[config.mk]
export PLATFORM = sky130hd
export DESIGN_NAME = conv_ready_ctrl
export DESIGN_NICKNAME = d
export VERILOG_FILES = /design/src/rtl/conv_ready_ctrl.sv
export SDC_FILE = /design/constraint.sdc
export NUM_CORES = 1
export LEC_CHECK = 0
export BUFFER_PORTS_ARGS = -buffer_cell sky130_fd_sc_hd__buf_2
export CAP_MARGIN = 20
export CELL_PAD_IN_SITES_DETAIL_PLACEMENT = 1
export CELL_PAD_IN_SITES_GLOBAL_PLACEMENT = 1
export CORE_ASPECT_RATIO = 0.5
export CORE_UTILIZATION = 38
export CTS_CLUSTER_SIZE = 14
export DETAILED_ROUTE_END_ITERATION = 8
export HOLD_SLACK_MARGIN = 0.06
export PLACE_DENSITY = 0.81
export SLEW_MARGIN = 0
export SYNTH_ARGS = -nofsm -noshare
export SYNTH_HDL_FRONTEND = slang
export SYNTH_SLANG_ARGS = --single-unit
[constraint.sdc]
create_clock -name clk -period 2.1 [get_ports clk]
set_clock_uncertainty 0.05 [all_clocks]
set_input_delay 0.42 -clock clk [delete_from_list [all_inputs] [get_ports clk]]
set_output_delay 0.42 -clock clk [all_outputs]
set_load 0.01 [all_outputs]
[src/rtl/conv_ready_ctrl.sv]
module conv_ready_ctrl #(
  parameter int DW = 24
) (
  input  logic          clk,
  input  logic          rst_n,
  input  logic          sync_n,
  input  logic          result_valid,
  input  logic [DW-1:0] result_data,
  input  logic          result_fast,
  input  logic          result_over,
  input  logic          result_under,
  input  logic          ref_missing,
  input  logic          upd_warn,
  input  logic          cal_start,
  input  logic          cal_done,
  input  logic [DW-1:0] cal_data,
  input  logic          read_busy,
  input  logic          read_done,
  output logic          rdy_n,
  output logic          stat_rdy,
  output logic          stat_stdy,
  output logic [DW-1:0] data_reg,
  output logic          cal_we,
  output logic [DW-1:0] cal_wdata
);

  localparam logic [DW-1:0] SAT_HI = {DW{1'b1}};
  localparam logic [DW-1:0] SAT_LO = {DW{1'b0}};

  logic          ready_q, stdy_q, in_cal_q, fast_used_q, first_rd_q;
  logic          pend_q, pend_fast_q;
  logic [DW-1:0] pend_val_q, data_q, cal_wdata_q;
  logic          cal_we_q;

  wire [DW-1:0] sat_val  = (ref_missing || result_over) ? SAT_HI :
                           result_under ? SAT_LO : result_data;
  wire          accept    = result_valid && !in_cal_q;
  wire          direct_ld = accept && !read_busy;
  wire          pend_ld   = pend_q && !read_busy;
  wire          do_ld     = direct_ld || pend_ld;
  wire [DW-1:0] ld_val    = direct_ld ? sat_val : pend_val_q;
  wire          ld_fast   = direct_ld ? result_fast : pend_fast_q;

  always_ff @(posedge clk or negedge rst_n) begin
    if (!rst_n) begin
      ready_q     <= 1'b0;
      stdy_q      <= 1'b1;
      in_cal_q    <= 1'b0;
      fast_used_q <= 1'b0;
      first_rd_q  <= 1'b1;
      pend_q      <= 1'b0;
      pend_fast_q <= 1'b0;
      pend_val_q  <= SAT_LO;
      data_q      <= SAT_LO;
      cal_we_q    <= 1'b0;
      cal_wdata_q <= SAT_LO;
    end else if (!sync_n) begin
      ready_q     <= 1'b0;
      stdy_q      <= 1'b1;
      in_cal_q    <= 1'b0;
      fast_used_q <= 1'b0;
      first_rd_q  <= 1'b1;
      pend_q      <= 1'b0;
      cal_we_q    <= 1'b0;
    end else begin
      cal_we_q <= 1'b0;
      if (accept && read_busy) begin
        pend_q      <= 1'b1;
        pend_val_q  <= sat_val;
        pend_fast_q <= result_fast;
      end else if (pend_ld) begin
        pend_q <= 1'b0;
      end

      if (cal_start) begin
        ready_q     <= 1'b0;
        stdy_q      <= 1'b1;
        in_cal_q    <= 1'b1;
        fast_used_q <= 1'b0;
        first_rd_q  <= 1'b1;
        pend_q      <= 1'b0;
      end else if (cal_done && in_cal_q) begin
        in_cal_q    <= 1'b0;
        ready_q     <= 1'b1;
        cal_we_q    <= !ref_missing;
        cal_wdata_q <= cal_data;
      end else if (do_ld) begin
        data_q  <= ld_val;
        ready_q <= 1'b1;
        if (ld_fast) begin
          stdy_q      <= 1'b1;
          fast_used_q <= 1'b1;
        end else if (fast_used_q) begin
          stdy_q <= 1'b0;
        end
      end else if (upd_warn) begin
        ready_q <= 1'b0;
      end else if (read_done) begin
        ready_q <= 1'b0;
        if (first_rd_q && !fast_used_q) stdy_q <= 1'b0;
        first_rd_q <= 1'b0;
      end
    end
  end

  assign rdy_n     = !ready_q;
  assign stat_rdy  = ready_q;
  assign stat_stdy = stdy_q;
  assign data_reg  = data_q;
  assign cal_we    = cal_we_q;
  assign cal_wdata = cal_wdata_q;

  assert_sync_holds_R5: assert property (@(posedge clk) disable iff (!rst_n)
    !sync_n |=> (rdy_n && stat_stdy));

  assert_load_lowers_ready_R2: assert property (@(posedge clk) disable iff (!rst_n)
    (sync_n && result_valid && !read_busy && !in_cal_q && !cal_start) |=> !rdy_n);

  assert_read_raises_ready_R3: assert property (@(posedge clk) disable iff (!rst_n)
    (sync_n && read_done && !result_valid && !pend_q && !cal_done && !cal_start) |=> rdy_n);

  assert_cal_start_flags_R6: assert property (@(posedge clk) disable iff (!rst_n)
    (sync_n && cal_start) |=> (rdy_n && stat_stdy));

  assert_cal_write_needs_ref_R9: assert property (@(posedge clk) disable iff (!rst_n)
    cal_we |-> $past(cal_done && !ref_missing));

  assert_busy_freezes_data_R11: assert property (@(posedge clk) disable iff (!rst_n)
    read_busy |=> $stable(data_reg));

endmodule

==> qor_table.md, run 1 <==
| Quantity | Value | Unit |
| --- | --- | --- |
| Status | finished clean | - |
| Cell type contributing the most total cell area after synthesis | sky130_fd_sc_hd__dfrtp_1 | - |
| Final setup violation count | 0 | - |
| Ys flop type | sky130_fd_sc_hd__dfrtp_1 | - |
| Starting utilization of the core area | 40.8 | % |
| Growth of design area from synthesis to finish | 31.0 | % |
| Final net count | 498 | - |
| Clock network latency to the later pin of the worst-skew pair | 0.33 | ns |
| Number of synthesized flops with an enable pin | 0 | - |
| Detailed-router iteration count before antenna repair | 4 | - |
| Worst Path Max Fanout | 48 | - |
| Highest Clock Rate | 617 | MHz |
| Synthesized instance count | 326 | - |
| Relative slew margins | 64.3 | % |
| Required time of the critical path | 2.29 | ns |
| Full die area | 9340 | sq um |
| Share of synthesized area occupied by flip-flops and latches | 59.0 | % |
| Number of routed nets with antenna violations | 0 | - |
| Combined area of the multi-input logic cells | 1290 | sq um |
| Largest stage delay on the critical path | 0.45 | ns |
| Clock tree from TritonCTS | yes | - |
| Share of layout cells above drive strength 1 | 37.6 | % |
| Sequential group share of total power | 42.8 | % |
| Final Slew Violations | 0 | - |
| Clock Pin Slew Worst Setup and Hold Paths | 0.06 | ns |
| Fill cell total of the finished layout | 962 | - |
| Number of sinks on the clock net | 80 | - |
| Congestion Overflow GR | 0 | - |
| Yosys warnings | 0 | - |
| Number of I/O pins | 113 | - |
| Critical path class | reg -> reg | - |
| Number of global-route vias before repair | 2871 | - |
| Sw Pwr | 1.31 | mW |
| Portion of total power attributed to the clock network | 36.2 | % |
| Kind of path behind the tightest hold check | in -> reg | - |
| Combinational group share of total power | 20.9 | % |
| Ranking of synthesized cells by area | sky130_fd_sc_hd__dfrtp_1, sky130_fd_sc_hd__mux2_2, sky130_fd_sc_hd__a21o_1 | - |
| Cell with the most instances after synthesis | sky130_fd_sc_hd__dfrtp_1 | - |
| Wire length of the first global-routing pass | 13300 | microns |
| Clock root buffer master | sky130_fd_sc_hd__clkbuf_16 | - |
| Switching share of power | 27.2 | % |
| CP max stage cell | sky130_fd_sc_hd__dfrtp_1 | - |
| Number of buffers added by the clock tree synthesis step | 9 | - |
| Reported max-cap violation count | 0 | - |
| Total via count in the routed design | 2735 | - |
| Number of vias per cell after detailed routing | 4.94 | - |
| Internal portion of total power | 3.51 | mW |
| Total DRC errors in the routed layout | 0 | - |
| Die span in x | 136 | microns |
| Estimated wirelength of the detail-placed design | 5930 | microns |
| Post-synthesis cell area | 3400 | sq um |
| Count of input and output buffers | 112 | - |
| Critical Path Sink Type | register | - |
| Flip-flop and latch area | 2000 | sq um |
| Least-Margin Pin Slew | 0.535 | ns |
| Number of library cell types mapped by synthesis | 29 | - |
| Number of register bits inferred by synthesis | 80 | - |
| Mean instance size in the synthesized netlist | 10.4 | sq um |
| Total nets after synthesis | 387 | - |
| Final worst path period share | 77.2 | % |
| Top cells by instance count after synthesis | sky130_fd_sc_hd__dfrtp_1, sky130_fd_sc_hd__nand2_1, sky130_fd_sc_hd__o21ai_0 | - |
| Antenna cell count | 0 | - |
| Leakage dissipation | 2.33 | nW |
| Setup TNS Final | 0 | ns |
| Critical-path cell list | nor3b_4, buf_12, nor2_1, a21o_1, o21ai_0 | - |
| Standard cell core area | 8320 | sq um |
| Category of the worst setup path launch point | register | - |
| Initial drt markers | 89 | - |
| Power per cell area | 1080 | nW/um^2 |
| Global routing usage summed across all routing layers | 19.0 | % |
| Largest vdd supply drop | 615 | uV |
| Placer congestion estimate | 0.803 | - |
| Clk buf depth | 2 | - |
| Minimum clock period | 1.62 | ns |
| Arrival time at the worst endpoint | 1.81 | ns |
| Number of antenna violations at the first check in global routing | 0 | - |
| Final std cell area, no fill | 4450 | sq um |
| Largest net degree at the start of global routing | 49 | - |
| Share of the synthesized area in the top cell type | 57.5 | % |
| # rows | 23 | - |
| Post-Route WL | 8320 | microns |
| Share of synthesized registers carrying an async set or reset | 100 | % |
| Number of hold violations in the final report | 0 | - |
| Unrepaired setup endpoints after global routing | false | - |
| DIE HEIGHT | 68.9 | microns |
| CTS HTree Levels | 3 | - |
| Detailed-route wire length per cell | 15.0 | microns |
| Cell Area, Placed | 4100 | sq um |
## worst max-delay path, delay by kind of cell, from the launching register on
kind	cells	cell delay, ns
compound gates	2	0.35
buf+inv	1	0.26
flops	1	0.45
simple gates	2	0.40
## area by class of cell
class	instances	area share, %
multi-input cells	220	28.9
clock buffers	12	5.99
flip-flops and latches	80	45.0
well taps	112	3.15
repair buffers	122	15.0
clock inverters	4	1.66
inverters	4	0.337
## power groups by stage
stage | Sequential [mW] | Combinational (mW) | Clock [mW]
3_5_place_dp | 2.09 | 1.03 | 0
3_3_place_gp | 2.08 | 0.986 | 0
2_1_floorplan | 2.20 | 0.436 | 0
6_report | 2.07 | 1.01 | 1.75
5_1_grt | 2.12 | 1.14 | 1.86
4_1_cts | 2.07 | 1.03 | 1.80
## path summary, 6_finish.rpt
kind                       cells after the start               startpoint  slack [ns]                        to
max                                            5     in_cal_q$_DFFE_PN0P_        0.48  data_reg[12]$_DFFE_PN0P_
min                                            2              ref_missing        0.21          cal_we$_DFF_PN0_
max reg2reg                                    5     in_cal_q$_DFFE_PN0P_        0.48  data_reg[12]$_DFFE_PN0P_
min reg2reg                                    2  data_reg[8]$_DFFE_PN0P_        0.43   data_reg[8]$_DFFE_PN0P_
max in group asynchronous                      3                    rst_n        0.86  cal_wdata[9]$_DFFE_PN0N_
min in group asynchronous                      2                    rst_n        0.55   data_reg[2]$_DFFE_PN0P_
## kinds of logic after synthesis
logic type	synth area share [%]
AO/OA/AOI/OAI	18.0
AND/OR/NAND/NOR	10.8
flip-flops	59.0
multiplexers	8.91
buffers and inverters	3.31
## metal layers
| layer | vias up | part of all wire (%) | GRT usage, % |
|---|---|---|---|
| met5 | - | 0 | 0 |
| met4 | 0 | 1.2 | 6.04 |
| met3 | 12 | 5.3 | 6.94 |
| met2 | 67 | 49 | 33.2 |
| met1 | 1323 | 44 | 22.1 |
| li1 | 1333 | - | - |
## metrics by stage
step | instances | hold slack, ns | util (%) | setup slack, ns | power [mW]
2_1_floorplan | 326 | 0.0744 | - | 0.572 | 2.63
3_3_place_gp | 537 | 0.352 | 49.3 | 0.334 | 3.06
3_5_place_dp | 537 | 0.355 | 49.3 | 0.248 | 3.12
4_1_cts | 554 | 0.196 | 53.5 | 0.475 | 4.90
5_1_grt | 554 | 0.205 | 53.5 | 0.344 | 5.12
6_report | 554 | 0.205 | 53.5 | 0.480 | 4.82
## cell usage in the layout (no fill, tap or decap), drive strengths merged, types with 3 or more instances in the layout
| cell | netlist | final |
|---|---|---|
| buf | 13 | 121 |
| dfrtp | 78 | 78 |
| nand2 | 47 | 47 |
| o21ai | 47 | 47 |
| nor2 | 28 | 28 |
| a21oi | 26 | 26 |
| a21o | 26 | 26 |
| mux2 | 26 | 26 |
| clkbuf | 9 | 12 |
| inv | 4 | 5 |
| nor2b | 3 | 3 |
## what timing repair did
| item | 4_1_cts | 5_1_grt |
|---|---|---|
| endpoints found under the setup margin | 0 | 0 |
| hold endpoints to repair | 28 | 0 |
| hold buffers | 1 | 0 |
| buffers inserted | 0 | 0 |
| gates resized for setup | 0 | 0 |
Note: power is estimated with default switching activity, not from simulation.
==> run 2: changes to the inputs <==
==> constraint.sdc (replaced) <==
create_clock -name clk -period 1.6 [get_ports clk]
set_clock_uncertainty 0.05 [all_clocks]
set_input_delay 0.32 -clock clk [delete_from_list [all_inputs] [get_ports clk]]
set_output_delay 0.32 -clock clk [all_outputs]
set_load 0.01 [all_outputs]
==> run 2 against run 1 <==
Compared with the run above: power is 28% higher; sequential power rose by 32%; final cell count up 2.2%; non-clock buffer count increased by 12; critical path depth unchanged; global-route usage grew 1.9 points; routed wire length grew 8.3%.
==> qor_table.md, run 2 (same netlist as run 1, synthesis figures left out) <==
| Quantity | Value | Unit | Delta |
| --- | --- | --- | --- |
| Total DRC errors in the routed layout | 0 | - | unchanged |
| Largest vdd supply drop | 626 | uV | +1.8% |
| Count of input and output buffers | 112 | - | unchanged |
| Cell Area, Placed | 4230 | sq um | +3.2% |
| Placer congestion estimate | 0.765 | - | -4.7% |
| End point of the worst hold path | cal_we$_DFF_PN0_ | - |  |
| CTS HTree Levels | 3 | - | unchanged |
| Minimum clock period | 1.55 | ns | -0.0706 ns |
| Clock tree from TritonCTS | yes | - |  |
| Worst Path Max Fanout | 24 | - | -50% |
| # rows | 23 | - | unchanged |
| Arrival time at the worst endpoint | 1.71 | ns | -0.10 ns |
| Highest Clock Rate | 645 | MHz | +4.6% |
| Largest net degree at the start of global routing | 49 | - | unchanged |
| Standard cell core area | 8320 | sq um | unchanged |
| Leakage dissipation | 2.38 | nW | +2.1% |
| FF-to-FF Start | in_cal_q$_DFFE_PN0P_ | - |  |
| Buffers plus inverters on the worst setup path | 1 | - | unchanged |
| Starting utilization of the core area | 40.8 | % | unchanged |
| Number of global-route vias before repair | 2905 | - | +1.2% |
| Number of hold violations in the final report | 0 | - | unchanged |
| Antenna cell count | 0 | - | unchanged |
| Number of antenna violations at the first check in global routing | 0 | - | unchanged |
| Number of vias per cell after detailed routing | 4.98 | - | +0.81% |
| Capturing point of the worst reg2reg path | data_reg[22]$_DFFE_PN0P_ | - |  |
| Clock Pin Slew Worst Setup and Hold Paths | 0.06 | ns | about the same |
| Growth of design area from synthesis to finish | 34.1 | % |  |
| Internal portion of total power | 4.40 | mW | +25% |
| Switching share of power | 28.7 | % | +1.6 points |
| Power after layout | 6.18 | mW | +28% |
| Final setup violation count | 0 | - | unchanged |
| Least-Margin Pin Slew | 0.308 | ns | -0.227 ns |
| Critical-path cell list | o21bai_1, a211o_1, buf_4, nand2_1, o21ai_1 | - |  |
| Number of routed nets with antenna violations | 0 | - | unchanged |
| Relative slew margins | 79.5 | % | +15 points |
| Largest delay contributor family on the critical path | compound AO/OA/AOI/OAI gates | - |  |
| Status | finished clean | - |  |
| Clk buf depth | 2 | - | unchanged |
| Critical path class | reg -> reg | - |  |
| Clock network latency to the later pin of the worst-skew pair | 0.34 | ns | about the same |
| Final std cell area, no fill | 4560 | sq um | +2.4% |
| Congestion Overflow GR | 0 | - | unchanged |
| Power per cell area | 1360 | nW/um^2 | +25% |
| Estimated wirelength of the detail-placed design | 6470 | microns | +8.9% |
| Register-to-Register Setup Slack | 0.05 | ns | -0.43 ns |
| Unrepaired setup endpoints after global routing | true | - |  |
| Final net count | 510 | - | +2.4% |
| Largest stage delay on the critical path | 0.45 | ns | about the same |
| Portion of total power attributed to the clock network | 33.4 | % | -2.8 points |
| Category of the worst setup path launch point | register | - |  |
| Number of sinks on the clock net | 80 | - | unchanged |
| Final hold slack | 0.127 | ns | -0.0783 ns |
| Wire length of the first global-routing pass | 14600 | microns | +10% |
| Sequential group share of total power | 44.2 | % | +1.4 points |
| Hold path depth | 2 | - | unchanged |
| Most common library cell in the layout ignoring fill and taps | sky130_fd_sc_hd__buf_2 | - |  |
| Post-layout utilization of the core | 54.8 | % | +1.3 points |
| Detailed-router iteration count before antenna repair | 4 | - | unchanged |
| Required time of the critical path | 1.76 | ns | -0.53 ns |
| Final Slew Violations | 0 | - | unchanged |
| Full die area | 9340 | sq um | unchanged |
| Global routing usage summed across all routing layers | 20.9 | % | +1.9 points |
| Final worst path period share | 96.9 | % | +20 points |
| Worst Reg-to-Reg Cells | 5 | - | unchanged |
| Combinational group share of total power | 22.4 | % | +1.5 points |
| Number of buffers added by the clock tree synthesis step | 9 | - | unchanged |
| Beginning of the critical path | in_cal_q$_DFFE_PN0P_ | - |  |
| Reported max-cap violation count | 0 | - | unchanged |
| Kind of path behind the tightest hold check | in -> reg | - |  |
| Total via count in the routed design | 2817 | - | +3.0% |
| Post-Route WL | 9010 | microns | +8.3% |
| Sw Pwr | 1.78 | mW | +36% |
| Commonest cells after routing, fill and taps aside | sky130_fd_sc_hd__buf_2, sky130_fd_sc_hd__dfrtp_1, sky130_fd_sc_hd__nand2_1, sky130_fd_sc_hd__o21ai_0, sky130_fd_sc_hd__nor2_1 | - |  |
| Clock root buffer master | sky130_fd_sc_hd__clkbuf_16 | - |  |
| Setup TNS Final | 0 | ns | unchanged |
| Share of layout cells above drive strength 1 | 39.0 | % | +1.4 points |
| Die span in x | 136 | microns | unchanged |
| Number of I/O pins | 113 | - | unchanged |
| Beginning of the worst hold path | ref_missing | - |  |
| Initial drt markers | 118 | - | +33% |
| CP max stage cell | sky130_fd_sc_hd__dfrtp_2 | - |  |
| DIE HEIGHT | 68.9 | microns | unchanged |
| Detailed-route wire length per cell | 15.9 | microns | +6.0% |
| Critical Path Sink Type | register | - |  |
-- run 2: changes by cell type in the layout (fill, tap and decap cells not counted), moves of 2 or more --
cell	delta
sky130_fd_sc_hd__clkbuf_8	-2
sky130_fd_sc_hd__buf_4	+7
sky130_fd_sc_hd__buf_12	+4
sky130_fd_sc_hd__o21ai_0	-2
sky130_fd_sc_hd__o21ai_1	+2
sky130_fd_sc_hd__clkinvlp_4	+2
sky130_fd_sc_hd__clkbuf_1	+2
-- run 2: worst max-delay path by stage --
| stage | cells after the start | slack [ns] | endpoint |
|---|---|---|---|
| floorplan | 4 | 0.13 | data_reg[23]$_DFFE_PN0P_ |
| global placement | 6 | 0.04 | data_reg[9]$_DFFE_PN0P_ |
| detailed placement | 6 | -0.01 | data_reg[6]$_DFFE_PN0P_ |
| CTS | 6 | 0.02 | data_reg[22]$_DFFE_PN0P_ |
| global route | 6 | -0.02 | data_reg[22]$_DFFE_PN0P_ |
| finish | 5 | 0.05 | data_reg[22]$_DFFE_PN0P_ |
-- run 2: area by class of cell --
class	instances	area, sq um
multi-input combinational	220	1290
sequential	80	2010
tap	112	140
fill	974	3760
clock buffer	12	246
inverter	4	15.0
timing repair buffer	134	810
clock inverter	4	53.8
-- run 2: per-stage QoR --
stage          cells  setup WS [ns]
2_1_floorplan    326          0.128
3_3_place_gp     548         0.0444
3_5_place_dp     548        -0.0109
4_1_cts          565         0.0205
5_1_grt          566        -0.0231
6_report         566         0.0502
-- run 2: timing repair --
item                                    4_1_cts  5_1_grt
hold buffers                                  1        0
hold endpoints to repair                     16        0
pin swaps                                     0        1
endpoints found under the setup margin        4       11
buffers inserted                              0        1
gates cloned                                  0        0
resized for setup                             2        2
-- run 2: power by group through the flow --
stage	Clock, mW	Combinational [mW]	Sequential (mW)
after floorplan	0	0.572	2.89
after global placement	0	1.33	2.73
after detailed placement	0	1.39	2.76
after CTS	2.12	1.41	2.73
after global routing	2.19	1.56	2.79
final	2.07	1.39	2.73
-- run 2: metal layers --
metal,vias up,share of wire [%],track usage (%)
met3,10,4.8,5.63
met5,-,0,0
met4,0,0.92,5.90
met1,1387,45,25.9
met2,62,49,36.5
li1,1358,-,-
-- run 2: worst register-to-register path, stage by stage (launching register included) --
cell and delay [ns]:
sky130_fd_sc_hd__dfrtp_2 0.45, sky130_fd_sc_hd__o21bai_1 0.20, sky130_fd_sc_hd__a211o_1 0.31, sky130_fd_sc_hd__buf_4 0.23
sky130_fd_sc_hd__nand2_1 0.11, sky130_fd_sc_hd__o21ai_1 0.08
